==> src/rtl/sbf_pkg.sv <==
package sbf_pkg;
    typedef enum logic [0:0] {
        DR_IDLE  = 1'b0,
        DR_WRITE = 1'b1
    } drain_state_e;
endpackage

==> src/rtl/sbf_fifo.sv <==
module sbf_fifo #(
    parameter int AW    = 8,
    parameter int DW    = 32,
    parameter int DEPTH = 4,
    parameter int LWB   = 2,
    localparam int BW   = DW / 8,
    localparam int CW   = $clog2(DEPTH + 1),
    localparam int IW   = (DEPTH > 1) ? $clog2(DEPTH) : 1
) (
    input  logic              clk,
    input  logic              rst,
    input  logic              push,
    input  logic [AW-1:0]     push_addr,
    input  logic [DW-1:0]     push_data,
    input  logic [BW-1:0]     push_be,
    input  logic              push_filled,
    input  logic              pop,
    input  logic              mark_en,
    input  logic [AW-LWB-1:0] mark_line,
    output logic [CW-1:0]     count,
    output logic              full,
    output logic [AW-1:0]     q_addr   [DEPTH],
    output logic [DW-1:0]     q_data   [DEPTH],
    output logic [BW-1:0]     q_be     [DEPTH],
    output logic              q_filled [DEPTH]
);
    logic [AW-1:0] n_addr   [DEPTH];
    logic [DW-1:0] n_data   [DEPTH];
    logic [BW-1:0] n_be     [DEPTH];
    logic          n_filled [DEPTH];
    logic [CW-1:0] n_count;
    logic [IW-1:0] widx;

    assign full = (count == CW'(DEPTH));

    always_comb begin
        n_addr   = q_addr;
        n_data   = q_data;
        n_be     = q_be;
        n_filled = q_filled;
        n_count  = count;
        widx     = '0;
        if (mark_en) begin
            for (int i = 0; i < DEPTH; i++) begin
                if (CW'(i) < count && q_addr[i][AW-1:LWB] == mark_line)
                    n_filled[i] = 1'b1;
            end
        end
        if (pop) begin
            for (int i = 0; i < DEPTH - 1; i++) begin
                n_addr[i]   = n_addr[i+1];
                n_data[i]   = n_data[i+1];
                n_be[i]     = n_be[i+1];
                n_filled[i] = n_filled[i+1];
            end
            n_addr[DEPTH-1]   = '0;
            n_data[DEPTH-1]   = '0;
            n_be[DEPTH-1]     = '0;
            n_filled[DEPTH-1] = 1'b0;
            n_count           = n_count - CW'(1);
        end
        if (push) begin
            widx           = n_count[IW-1:0];
            n_addr[widx]   = push_addr;
            n_data[widx]   = push_data;
            n_be[widx]     = push_be;
            n_filled[widx] = push_filled;
            n_count        = n_count + CW'(1);
        end
    end

    always_ff @(posedge clk) begin
        if (rst) begin
            count <= '0;
            for (int i = 0; i < DEPTH; i++) begin
                q_addr[i]   <= '0;
                q_data[i]   <= '0;
                q_be[i]     <= '0;
                q_filled[i] <= 1'b0;
            end
        end else begin
            count    <= n_count;
            q_addr   <= n_addr;
            q_data   <= n_data;
            q_be     <= n_be;
            q_filled <= n_filled;
        end
    end
endmodule

==> src/rtl/sbf_fwd.sv <==
module sbf_fwd #(
    parameter int AW    = 8,
    parameter int DW    = 32,
    parameter int DEPTH = 4,
    parameter int LWB   = 2,
    localparam int BW   = DW / 8,
    localparam int CW   = $clog2(DEPTH + 1)
) (
    input  logic [CW-1:0] count,
    input  logic [AW-1:0] q_addr   [DEPTH],
    input  logic [DW-1:0] q_data   [DEPTH],
    input  logic [BW-1:0] q_be     [DEPTH],
    input  logic          q_filled [DEPTH],
    input  logic [AW-1:0] look_addr,
    input  logic [DW-1:0] cache_word,
    output logic [DW-1:0] merged,
    output logic          has_entry,
    output logic          has_unfilled,
    output logic          has_filled
);
    always_comb begin
        merged       = cache_word;
        has_entry    = 1'b0;
        has_unfilled = 1'b0;
        has_filled   = 1'b0;
        // oldest first, so the youngest matching lane wins
        for (int i = 0; i < DEPTH; i++) begin
            if (CW'(i) < count) begin
                if (q_addr[i][AW-1:LWB] == look_addr[AW-1:LWB]) begin
                    has_entry = 1'b1;
                    if (q_filled[i]) has_filled   = 1'b1;
                    else             has_unfilled = 1'b1;
                end
                if (q_addr[i] == look_addr) begin
                    for (int b = 0; b < BW; b++) begin
                        if (q_be[i][b]) merged[b*8 +: 8] = q_data[i][b*8 +: 8];
                    end
                end
            end
        end
    end
endmodule

==> src/rtl/sbf_drain.sv <==
module sbf_drain
    import sbf_pkg::*;
(
    input  logic clk,
    input  logic rst,
    input  logic head_valid,
    input  logic head_filled,
    output logic wr_active,
    output logic pop
);
    drain_state_e state_q, state_d;

    always_ff @(posedge clk) begin
        if (rst) state_q <= DR_IDLE;
        else     state_q <= state_d;
    end

    always_comb begin
        state_d = state_q;
        unique case (state_q)
            DR_IDLE:  if (head_valid && head_filled) state_d = DR_WRITE;
            DR_WRITE: state_d = DR_IDLE;
        endcase
    end

    always_comb begin
        wr_active = 1'b0;
        pop       = 1'b0;
        unique case (state_q)
            DR_IDLE:  ;
            DR_WRITE: begin
                wr_active = 1'b1;
                pop       = 1'b1;
            end
        endcase
    end
endmodule

==> src/rtl/sbf_top.sv <==
module sbf_top #(
    parameter int AW    = 8,
    parameter int DW    = 32,
    parameter int DEPTH = 4,
    parameter int LWB   = 2,
    localparam int BW   = DW / 8,
    localparam int LNW  = AW - LWB,
    localparam int CW   = $clog2(DEPTH + 1)
) (
    input  logic           clk,
    input  logic           rst,
    input  logic           cpu_req,
    input  logic           cpu_we,
    input  logic [AW-1:0]  cpu_addr,
    input  logic [DW-1:0]  cpu_wdata,
    input  logic [BW-1:0]  cpu_be,
    output logic [DW-1:0]  cpu_rdata,
    output logic           cpu_stall,
    output logic [AW-1:0]  lk_addr,
    input  logic           lk_own,
    input  logic [DW-1:0]  lk_rdata,
    output logic           cwr_en,
    output logic [AW-1:0]  cwr_addr,
    output logic [DW-1:0]  cwr_data,
    output logic [BW-1:0]  cwr_be,
    output logic           rq_valid,
    output logic [LNW-1:0] rq_line,
    input  logic           fill_valid,
    input  logic [LNW-1:0] fill_line
);
    logic [CW-1:0] count;
    logic          full;
    logic [AW-1:0] q_addr   [DEPTH];
    logic [DW-1:0] q_data   [DEPTH];
    logic [BW-1:0] q_be     [DEPTH];
    logic          q_filled [DEPTH];

    logic has_entry, has_unfilled, has_filled;
    logic drain_wr, drain_pop;
    logic is_store, direct, fill_hit, push, push_filled, need_req;

    assign lk_addr  = cpu_addr;
    assign is_store = cpu_req && cpu_we;
    assign direct   = lk_own && !has_entry;
    assign fill_hit = fill_valid && (fill_line == cpu_addr[AW-1:LWB]);

    assign cpu_stall   = is_store && (direct ? drain_wr : full);
    assign push        = is_store && !direct && !full;
    assign push_filled = has_filled || fill_hit;
    assign need_req    = push && !has_unfilled && !push_filled;

    always_comb begin
        cwr_en   = 1'b0;
        cwr_addr = cpu_addr;
        cwr_data = cpu_wdata;
        cwr_be   = cpu_be;
        if (drain_wr) begin
            cwr_en   = 1'b1;
            cwr_addr = q_addr[0];
            cwr_data = q_data[0];
            cwr_be   = q_be[0];
        end else if (is_store && direct) begin
            cwr_en = 1'b1;
        end
    end

    always_ff @(posedge clk) begin
        if (rst) begin
            rq_valid <= 1'b0;
            rq_line  <= '0;
        end else begin
            rq_valid <= need_req;
            if (need_req) rq_line <= cpu_addr[AW-1:LWB];
        end
    end

    sbf_fifo #(.AW(AW), .DW(DW), .DEPTH(DEPTH), .LWB(LWB)) u_fifo (
        .clk(clk), .rst(rst),
        .push(push), .push_addr(cpu_addr), .push_data(cpu_wdata),
        .push_be(cpu_be), .push_filled(push_filled),
        .pop(drain_pop), .mark_en(fill_valid), .mark_line(fill_line),
        .count(count), .full(full),
        .q_addr(q_addr), .q_data(q_data), .q_be(q_be), .q_filled(q_filled)
    );

    sbf_fwd #(.AW(AW), .DW(DW), .DEPTH(DEPTH), .LWB(LWB)) u_fwd (
        .count(count), .q_addr(q_addr), .q_data(q_data), .q_be(q_be),
        .q_filled(q_filled), .look_addr(cpu_addr), .cache_word(lk_rdata),
        .merged(cpu_rdata), .has_entry(has_entry),
        .has_unfilled(has_unfilled), .has_filled(has_filled)
    );

    sbf_drain u_drain (
        .clk(clk), .rst(rst),
        .head_valid(count != '0), .head_filled(q_filled[0]),
        .wr_active(drain_wr), .pop(drain_pop)
    );
endmodule

==> config.mk <==
export PLATFORM = sky130hd
export DESIGN_NAME = sbf_top
export DESIGN_NICKNAME = d
export VERILOG_FILES = /design/src/rtl/sbf_pkg.sv /design/src/rtl/sbf_fifo.sv /design/src/rtl/sbf_fwd.sv /design/src/rtl/sbf_drain.sv /design/src/rtl/sbf_top.sv
export SDC_FILE = /design/constraint.sdc
export NUM_CORES = 1
export LEC_CHECK = 0
export ABC_CLOCK_PERIOD_IN_PS = 3400
export BUFFER_PORTS_ARGS = -buffer_cell sky130_fd_sc_hd__buf_2
export CAP_MARGIN = 20
export CORE_MARGIN = 2
export CORE_UTILIZATION = 45
export DETAILED_ROUTE_END_ITERATION = 10
export PLACE_DENSITY_LB_ADDON = 0.12
export SLEW_MARGIN = 20
export SYNTH_ARGS = -nofsm -noshare
export SYNTH_HDL_FRONTEND = slang
export SYNTH_HIERARCHICAL = 1
export SYNTH_SLANG_ARGS = --single-unit
==> constraint.sdc <==
create_clock -name clk -period 3.4 [get_ports clk]
set_clock_uncertainty 0.05 [all_clocks]
set_input_delay 0.68 -clock clk [delete_from_list [all_inputs] [get_ports clk]]
set_output_delay 0.68 -clock clk [all_outputs]
set_load 0.01 [all_outputs]
After elaboration in Yosys (flattened, before gate mapping)
Index checks and enable logic that the tools add are counted.

word-level totals
  bits in registers = 191
  input port bits = 88

cells by class
  $add $sub $neg = 2
  order comparisons = 6
  eq/ne operators = 14
  muxes and demuxes = 92
  bitwise logic cells = 2
  reduce and logical (&&, ||, !) cells = 22

operator list
  operator                                                   number
  two-way mux 32 bit                                         12
  two-way mux 128 bit                                        2
  two-way mux 8 bit                                          18
  bitwise mux 128 bit                                        1
  demux 32 bit (select 2 bit)                                1
  equality test 6 bit                                        9
  two-way mux 1 bit                                          42
  bitwise mux 32 bit                                         1
  equality test 8 bit                                        4
  two-way mux 16 bit                                         2
  two-way mux 4 bit                                          5
  bitwise mux 16 bit                                         1
  demux 8 bit (select 2 bit)                                 1
  logical AND 1 bit                                          15
  demux 4 bit (select 2 bit)                                 1
  < comparator 1 x 3 -> 1 bit (first input constant)         2
  < comparator 2 x 3 -> 1 bit (first input constant)         2
  two-way mux 3 bit                                          2
  zero test 1 bit                                            5
  bitwise mux 4 bit                                          1
  adder 3 x 1 -> 3 bit (second input constant)               1
  equality test 3 bit (second input constant)                1
  greater-or-equal comparator 3 bit (second input constant)  1
  < comparator 3 x 1 -> 1 bit (second input constant)        1
  other kinds (7)                                            7

Logic depth before layout (Yosys ltp)
Gate-level depths: netlist of the first run.

  word-level depth = 16
  mapped depth = 14
  depth with buffers taken out = 11

By module
Netlist of the first run, hierarchy kept.

by module, submodules not included
  module     times used  cells each  area an instance (um^2)  seq. area each (um^2)
  sbf_fifo   1           874         7995.2                   3663.5
  sbf_fwd    1           324         2137.0                   0.0
  sbf_top    1           103         1018.5                   140.1
  sbf_drain  1           3           40.0                     20.0

Worst setup path before layout of the first run
Ideal clock, no wire load.

  path type = input to register
  from = in cpu_addr[4]
  to = reg u_fifo/q_data[24] in the netlist's numbering
  library setup time = 70 ps
  arrival time = 3180 ps
  setup slack = 100 ps
  stages on the path = 14
  path through = clkbuf_2 xor2_1 nor3_2 nand2_1 or3_1 nand4_1 nand2b_1 nor3b_2 buf_2 and2_4 buf_2 buf_1 nand2_1 a21oi_1

on the way
  cells in the longest elaborated chain, start to end = 15
  elaborated cells between the ends (all ways) = 18

ends and longest elaborated chain
  element                              line            RTL
  from (decl)                          sbf_top.sv:14   input logic [AW-1:0] cpu_addr,
  equality test 6 bit                  sbf_fwd.sv:29   if (q_addr[i][AW-1:LWB] == look_addr[AW-1:LWB]) begin
  two-way mux 1 bit                    sbf_fwd.sv:29
  two-way mux 1 bit                    sbf_fwd.sv:28   if (CW'(i) < count) begin
  two-way mux 1 bit                    sbf_fwd.sv:29
  two-way mux 1 bit                    sbf_fwd.sv:28
  two-way mux 1 bit                    sbf_fwd.sv:29
  two-way mux 1 bit                    sbf_fwd.sv:28
  two-way mux 1 bit                    sbf_fwd.sv:29
  two-way mux 1 bit (*)                sbf_fwd.sv:28
  named net has_entry                  sbf_top.sv:38   logic has_entry, has_unfilled, has_filled;
  zero test 1 bit (*)                  sbf_top.sv:44   assign direct = lk_own && !has_entry;
  logical AND 1 bit (*)                sbf_top.sv:44
  zero test 1 bit (*)                  sbf_top.sv:48   assign push = is_store && !direct && !full;
  logical AND 1 bit (*) (2 in series)  sbf_top.sv:48
  named net push                       sbf_top.sv:40   logic is_store, direct, fill_hit, push, push_filled, need_req;
  two-way mux 128 bit (*)              sbf_fifo.sv:62  if (push) begin
  to (signal assigned)                 sbf_fifo.sv:84  q_data <= n_data;
  to (decl)                            sbf_fifo.sv:23  output logic [DW-1:0] q_data [DEPTH],

Mark *: on every way through the listed nets, which the timed path passes. The rest lies on a longest branch.
A chain may end at the register's enable or synchronous reset.

Final worst setup path of the first run
  from = in cpu_addr[6]
  to = out cpu_rdata[23]

on the way
  cells in the longest elaborated chain, start to end = 12
  elaborated cells between the ends (all ways) = 15

ends and longest elaborated chain
  element                 line           RTL
  equality test 8 bit     sbf_fwd.sv:34  if (q_addr[i] == look_addr) begin
  two-way mux 32 bit      sbf_fwd.sv:34
  two-way mux 32 bit      sbf_fwd.sv:28
  two-way mux 8 bit       sbf_fwd.sv:36  if (q_be[i][b]) merged[b*8 +: 8] = q_data[i][b*8 +: 8];
  two-way mux 32 bit      sbf_fwd.sv:34
  two-way mux 32 bit      sbf_fwd.sv:28
  two-way mux 8 bit       sbf_fwd.sv:36
  two-way mux 32 bit      sbf_fwd.sv:34
  two-way mux 32 bit      sbf_fwd.sv:28
  two-way mux 8 bit       sbf_fwd.sv:36
  two-way mux 32 bit      sbf_fwd.sv:34
  two-way mux 32 bit (*)  sbf_fwd.sv:28
  to (decl)               sbf_top.sv:17  output logic [DW-1:0] cpu_rdata,

Mark *: on every way between the ends. The rest lies on a longest branch, timed or not.

==> reports/metrics.csv, run 1 <==
stage;metric;value;unit
worst_setup_path;cp_max_fo;8;
placement;place_congestion;0.841;
clocking;worstSkewPairLatency;0.43;ns
route;drt_iter0_markers;844;
route;dr.pass1.iters;5;
logic_synthesis;synth.avg_cell_area;8.58;µm²
power;power;4950;µW
worst_setup_path;rr_startpoint;u_fifo/q_addr[23]$_SDFF_PP0_;
min_path;min_path_cells;2;
logic_synthesis;synth_seq_cells;191;
route;ant_nets;0;
final_layout;drive_gt1_frac;0.271;
floorplan;die_h;162;µm
placement;detailed_place_hpwl;23400;µm
worst_setup_path;worstSetupPathType;input port to output port;
logic_synthesis;yosys-top-cells-area;dfxtp_1 (34%), mux2i_1 (15%), a211oi_1 (9.5%);
power;leakagePower;0.00530;µW
final_layout;nFillCells;2308;
min_path;worstHoldPathType;flop to flop;
placement;port_buffers;180;
route;viasPerCell;5.69;
route;routed_wl;34400;µm
logic_synthesis;synth.net_count;1399;
sta;whs;0.431;ns
worst_setup_path;crit_arrival;2.62;ns
worst_setup_path;critPathSlowestCell;a211oi_1;
worst_setup_path;reg2reg_depth;12;
floorplan;design.core.area;24400;µm²
logic_synthesis;yosys.cell_types.count;62;
worst_setup_path;crit_chain;buf_2 -> xor2_1 -> nor4_4 -> buf_6 -> nand4_2 -> mux2i_1 -> a211oi_1 -> o22a_1 -> buf_2;
sta;drv_slew;0;
route;vias;10400;
final_layout;nNetsFinal;1587;
sta;min_period;3.35;ns
worst_setup_path;crit_top_cell;buf_2;
logic_synthesis;synth_edf_count;0;
min_path;holdPathEnd;rq_line[5]$_SDFFE_PP0P_;
worst_setup_path;crit_buf_inv;3;
min_path;hp-start;rq_line[5]$_SDFFE_PP0P_;
worst_setup_path;r2r-end;u_fifo/q_be[3]$_SDFF_PP0_;
clocking;tritoncts;yes;
logic_synthesis;syn_area;11200;µm²
floorplan;ioPinCount;181;
clocking;clk_pin_slew;0.07;ns
logic_synthesis;synth_top_area_cell;dfxtp_1;
global_route;grt_pass1_wl;53900;µm
logic_synthesis;synth_cells;1304;
power;power.density;358;nW/µm²
worst_setup_path;rrSetupSlack;0.62;ns
clocking;cts_max_level;4;
global_route;grt_pass1_vias;9787;
worst_setup_path;cp-start-kind;input port;
status;outcome;finished, final reports clean;
worst_setup_path;cp-end-kind;output port;
logic_synthesis;synthFlopType;dfxtp_1;
route;drc;0;
final_layout;syn_to_final_growth;23.5;%
final_layout;layout_commonest_cell;dfxtp_1;
floorplan;initial_core_util;0.459;
clocking;clock_sinks;191;
clocking;cts_buffer_depth;2;
sta;rsz0062_at_grt;yes;
clocking;holdBufCountCts;0;
worst_setup_path;worstPathRequired;2.67;ns
worst_setup_path;worst_path_largest_cell_delay;0.36;ns
flow_run;drv_cap;0;
global_route;grt_overflow;0;
final_layout;layout_common_cells;dfxtp_1 (185), nor2_1 (184), buf_2 (178);
power;ir_drop;0.000321;V
global_route;antenna_found_initial;1;
floorplan;num_rows;57;
logic_synthesis;synthArstFlopShare;0;
logic_synthesis;ys_warn_count;6;
sta;finalHoldViolCount;0;
sta;fin_crit_sh;0.984;
clocking;cts-root-buf;clkbuf_16;
worst_setup_path;cpLargestDelayFamily;compound AO/OA/AOI/OAI gates;
sta;max_freq;299;MHz
sta;worst_slew_pin_slew;0.720;ns
sta;setup_viol_count_final;0;
floorplan;fp.dieW;162;µm
route;avgRoutedWirePerCell;18.8;µm
sta;slew_headroom;0.520;
global_route;grt_max_degree;90;
global_route;grt_usage;0.255;
logic_synthesis;netlist.area_leader.share;0.342;
clocking;cts_buffers;17;
logic_synthesis;seq_area_frac_synth;0.342;
floorplan;die-area;26100;µm²
tightest hold or removal path, delay by kind of cell (launching register included):
| family | cells | cell delay (ns) |
|---|---|---|
| flip-flops | 1 | 0.31 |
| multiplexers | 1 | 0.06 |
| AND/OR/NAND/NOR | 1 | 0.07 |
cell usage after synthesis (all sizes together), types with 4 or more instances:
cell,count
a211oi,142
a21oi,49
a221oi,15
a311oi,14
and2,7
and3,5
and4,4
buf,54
clkbuf,63
dfxtp,191
ha,7
inv,23
mux2,46
mux2i,170
nand2,66
nand2b,9
nand3,68
nand4,14
nor2,184
nor3,21
nor3b,5
nor4,5
o21ai,16
o22a,4
o22ai,14
or2,14
or2b,5
xnor2,24
xor2,40
area by class of cell:
type,count,area (µm²),share of cell area
Inverter,23,86.3,0.00624
Antenna cell,1,2.50,0.000181
Clock inverter,13,159,0.0115
Clock buffer,19,443,0.0320
Tap cell,324,405,0.0293
Multi-Input combinational cell,973,6930,0.501
Sequential cell,191,3830,0.277
Timing Repair Buffer,286,1970,0.142
registers in the layout, indices dropped and copies added (netlist names):
signal and cells:
rq_line 6, u_fifo/q_addr 32, u_fifo/q_data 128, u_fifo/q_be 16
u_fifo/count 3, rq_valid 1, u_drain/state_q 1, u_fifo/q_filled 4
kinds of logic (layout without fill, tap and decap cells):
logic type	count (synthesis)	after routing	synth area share
fa+ha+maj	7	7	0.00783
buf+inv	140	341	0.0548
xor+xnor	64	64	0.0501
simple gates	413	413	0.175
other cells	0	1	0
mux	216	216	0.198
flops	191	191	0.342
compound gates	273	273	0.173
metrics by stage:
step	worst slack (ns)	std cells	setup TNS (ns)	utilization	area (µm²)
final	0.0539	1830	0	0.567	13800
after global routing	-0.0667	1830	-0.0810	0.567	13800
after CTS	0.00112	1821	0	0.558	13600
after global placement	-0.0140	1789	-0.0357	0.533	13000
after floorplan	0.0999	1304	0	-	11200
after detailed placement	-0.0242	1789	-0.0785	0.533	13000
where the power goes:
group	switching (µW)	leakage, µW	internal [µW]
sequential	42.1	0.00155	2280
combinational	302	0.00347	237
clock	964	0.000285	1120
total	1310	0.00530	3640
worst max-delay path by stage:
stage / from / end / slack [ns] / depth (start not counted)
after floorplan: cpu_addr[4] / u_fifo/q_data[24]$_SDFF_PP0_ / 0.1 / 14
after global placement: cpu_addr[2] / cpu_rdata[26] / -0.01 / 9
after detailed placement: cpu_addr[2] / cpu_rdata[26] / -0.02 / 9
after CTS: cpu_addr[6] / cpu_rdata[26] / 0.001 / 9
after global routing: cpu_addr[5] / cpu_rdata[6] / -0.07 / 11
final: cpu_addr[6] / cpu_rdata[23] / 0.05 / 9
timing repair:
item,CTS,global route
pin swaps,0,5
setup buffers,0,7
resized for setup,1,35
endpoints found under the setup margin,7,33
endpoints found under the hold margin,0,0
cloned,0,1
metal layers:
layer	track usage	share of wire
met5	0	0
met4	0.0668	0.017
met3	0.0411	0.052
met2	0.407	0.47
met1	0.361	0.46
Power figures use the tool's default switching activity.
==> run 2: changes to the inputs <==
- ABC_AREA: unset -> 1
- CORE_UTILIZATION: 45 -> 53
==> reports/metrics.csv, run 2 <==
stage;metric;value;unit;change
clocking;cts_buffers;17;;unchanged
clocking;worstSkewPairLatency;0.43;ns;about the same
placement;dpl_worst_slack;0.199;ns;+0.223 ns
sta;worst_slack;0.134;ns;+0.0805 ns
logic_synthesis;syn_area;12600;µm²;+13%
worst_setup_path;worst_path_largest_cell_delay;0.33;ns;-0.03 ns
sta;finalHoldViolCount;0;;unchanged
placement;place_congestion;0.929;;+10%
sta;max_freq;306;MHz;+2.5%
global_route;antenna_found_initial;2;;+1
sta;setup_viol_count_final;0;;unchanged
final_layout;drive_gt1_frac;0.188;;-0.0835
final_layout;syn_to_final_growth;11.2;%;
worst_setup_path;rrSetupSlack;0.60;ns;-0.02 ns
clocking;cts_max_level;4;;unchanged
min_path;holdPathEnd;u_fifo/q_be[2]$_SDFF_PP0_;;
worst_setup_path;worstPathRequired;2.67;ns;about the same
route;routed_wl;39500;µm;+15%
final_layout;nFillCells;2382;;+3.2%
worst_setup_path;rr_startpoint;u_fifo/q_addr[29]$_SDFF_PP0_;;
clocking;holdBufCountCts;0;;unchanged
worst_setup_path;cpLargestDelayFamily;buffers and inverters;;
worst_setup_path;worstSetupPathType;input port to output port;;
logic_synthesis;synth.avg_cell_area;6.38;µm²;-26%
logic_synthesis;synth.net_count;2072;;+48%
floorplan;ioPinCount;181;;unchanged
worst_setup_path;cp-end-kind;output port;;
route;vias;13200;;+27%
logic_synthesis;synth_edf_count;0;;unchanged
route;dr.pass1.iters;6;;+1
status;outcome;finished, final reports clean;;
logic_synthesis;seq_area_frac_synth;0.303;;-0.0387
logic_synthesis;synthTopCellsByCount;nand2_1 (708), dfxtp_1 (191), inv_1 (184);;
global_route;grt_pass1_wl;62200;µm;+15%
final_layout;layout_common_cells;nand2_1 (708), dfxtp_1 (189), inv_1 (183);;
logic_synthesis;synth_most_common_cell;nand2_1;;
sta;slew_headroom;0.392;;-0.128
logic_synthesis;synthFlopType;dfxtp_1;;
worst_setup_path;cp_max_fo;18;;+10
clocking;ctsResizeCount;0;;-1
floorplan;design.core.area;23400;µm²;-4.1%
sta;drv_slew;0;;unchanged
logic_synthesis;synth_top_area_cell;dfxtp_1;;
floorplan;fp.dieW;158;µm;-2.1%
logic_synthesis;synth_cells;1977;;+52%
worst_setup_path;crit_chain;buf_2 -> xnor2_1 -> nand3_1 -> nor2_4 -> buf_4 -> nand2_4 -> nand3_1 -> nand2_1 -> a21oi_1 -> buf_2;;
final_layout;nNetsFinal;2166;;+36%
global_route;grt_overflow;0;;unchanged
sta;worst_slew_pin_slew;0.911;ns;+0.192 ns
min_path;worstHoldPathType;flop to flop;;
power;ir_drop;0.000292;V;-9.0%
final_layout;multi_input_area;7230;µm²;+4.4%
min_path;hp-start;u_fifo/q_be[2]$_SDFF_PP0_;;
sta;rsz0062_at_grt;no;;
worst_setup_path;crit_arrival;2.54;ns;-0.08 ns
route;viasPerCell;5.49;;-3.5%
logic_synthesis;yosys.cell_types.count;40;;-35%
logic_synthesis;synth_seq_cells;191;;unchanged
placement;dp_cells;2371;;+33%
clocking;clk_pin_slew;0.06;ns;about the same
final_layout;layout_commonest_cell;nand2_1;;
logic_synthesis;netlist.area_leader.share;0.303;;-0.0387
flow_run;drv_cap;0;;unchanged
sta;setup_tns;0;ns;unchanged
final_layout;regArea;3830;µm²;-0.13%
route;ant_nets;0;;unchanged
floorplan;die_h;158;µm;-2.1%
worst_setup_path;crit_buf_inv;3;;unchanged
sta;whs;0.427;ns;-0.00310 ns
clocking;tritoncts;yes;;
worst_setup_path;reg2reg_depth;17;;+5
final_layout;regMostFlops;u_fifo/q_data;;
final_layout;reg_top3;u_fifo/q_data (128), u_fifo/q_addr (32), u_fifo/q_be (16);;
route;drt_iter0_markers;1251;;+48%
worst_setup_path;cp-start-kind;input port;;
logic_synthesis;synthArstFlopShare;0;;unchanged
clocking;cts_setup_buffers;0;;unchanged
power;power.density;363;nW/µm²;+1.4%
route;drc;0;;unchanged
global_route;grt_usage;0.312;;+0.0565
sta;fin_crit_sh;0.960;;-0.0237
floorplan;die-area;25100;µm²;-4.1%
power;leakagePower;0.00606;µW;+14%
logic_synthesis;yosys-top-cells-area;dfxtp_1 (30%), nand2_1 (21%), a31oi_1 (5.9%);;
placement;port_buffers;180;;unchanged
sta;min_period;3.27;ns;-0.0805 ns
clocking;clock_sinks;191;;unchanged
global_route;grt_max_degree;185;;+110%
worst_setup_path;critPathSlowestCell;buf_4;;
clocking;cts_buffer_depth;2;;unchanged
logic_synthesis;ys_warn_count;6;;unchanged
floorplan;num_rows;56;;-1.8%
final_layout;instances_no_fill;2405;;+31%
min_path;min_path_cells;2;;unchanged
floorplan;initial_core_util;0.539;;+0.0805
worst_setup_path;r2r-end;u_fifo/q_data[31]$_SDFF_PP0_;;
placement;detailed_place_hpwl;25300;µm;+8.2%
global_route;grt_pass1_vias;12100;;+23%
clocking;cts-root-buf;clkbuf_16;;
route;avgRoutedWirePerCell;16.4;µm;-13%
final_layout;largest_reg_flops;128;;unchanged
==> run 2: cell count changes after synthesis, sizes merged, moves of 80 or more <==
cell and delta:
nand2 +675, inv +179, mux2i -170, o21ai +146
a211oi -142, a31oi +119, nor2 -89, nand3 +80
==> run 2: power by group <==
part           switching [µW]  leakage (µW)  internal (µW)
sequential               67.7       0.00155           2300
clock                     928      0.000287           1100
combinational             436       0.00423            264
total                    1430       0.00606           3660
==> run 2: cell families after synthesis <==
group	share of synthesized area
adder cells (fa/ha/maj)	0.00694
XOR/XNOR	0.0193
buffers and inverters	0.125
AO/OA/AOI/OAI	0.169
flip-flops	0.303
AND/OR/NAND/NOR	0.348
multiplexers	0.0286
==> run 2: worst max path at each step <==
| stage | endpoint | cells after the start | slack [ns] | from |
|---|---|---|---|---|
| 6_report | cpu_rdata[10] | 10 | 0.13 | cpu_addr[7] |
| 3_5_place_dp | cpu_rdata[10] | 13 | 0.20 | cpu_addr[3] |
| 5_1_grt | cpu_rdata[2] | 13 | 0.03 | cpu_addr[3] |
| 4_1_cts | cpu_rdata[10] | 10 | 0.15 | u_fifo/count[2]$_SDFF_PP0_ |
| 3_3_place_gp | cpu_rdata[10] | 10 | 0.23 | cpu_addr[7] |
| 2_1_floorplan | u_fifo/q_data[12]$_SDFF_PP0_ | 19 | 0.78 | cpu_addr[6] |
==> run 2: layout make-up <==
class | instances | share of cell area
Multi-Input combinational cell | 1448 | 0.515
Sequential cell | 191 | 0.273
Timing Repair Buffer | 211 | 0.0870
Inverter | 202 | 0.0544
Clock buffer | 22 | 0.0345
Tap cell | 319 | 0.0284
Clock inverter | 10 | 0.00713
Antenna cell | 2 | 0.000357
==> run 2: tightest hold or removal path, delay by kind of cell (launching register included) <==
family | cells | cell delay, ns
compound gates | 1 | 0.05
flops | 1 | 0.32
simple gates | 1 | 0.06
==> run 2: through the flow <==
step | instance area (µm²) | utilization | total power, µW
after global placement | 13400 | 0.574 | 3090
after detailed placement | 13400 | 0.574 | 3100
after global routing | 14000 | 0.599 | 5290
after CTS | 14000 | 0.599 | 5110
after floorplan | 12600 | - | 2830
final | 14000 | 0.600 | 5090
==> run 2: metal layers <==
metal / track usage / part of all wire / routed length [µm]
met2: 0.541 / 0.48 / 19000
met3: 0.0397 / 0.068 / 2700
met1: 0.407 / 0.43 / 17000
met5: 0 / 0 / 0
met4: 0.0892 / 0.021 / 830
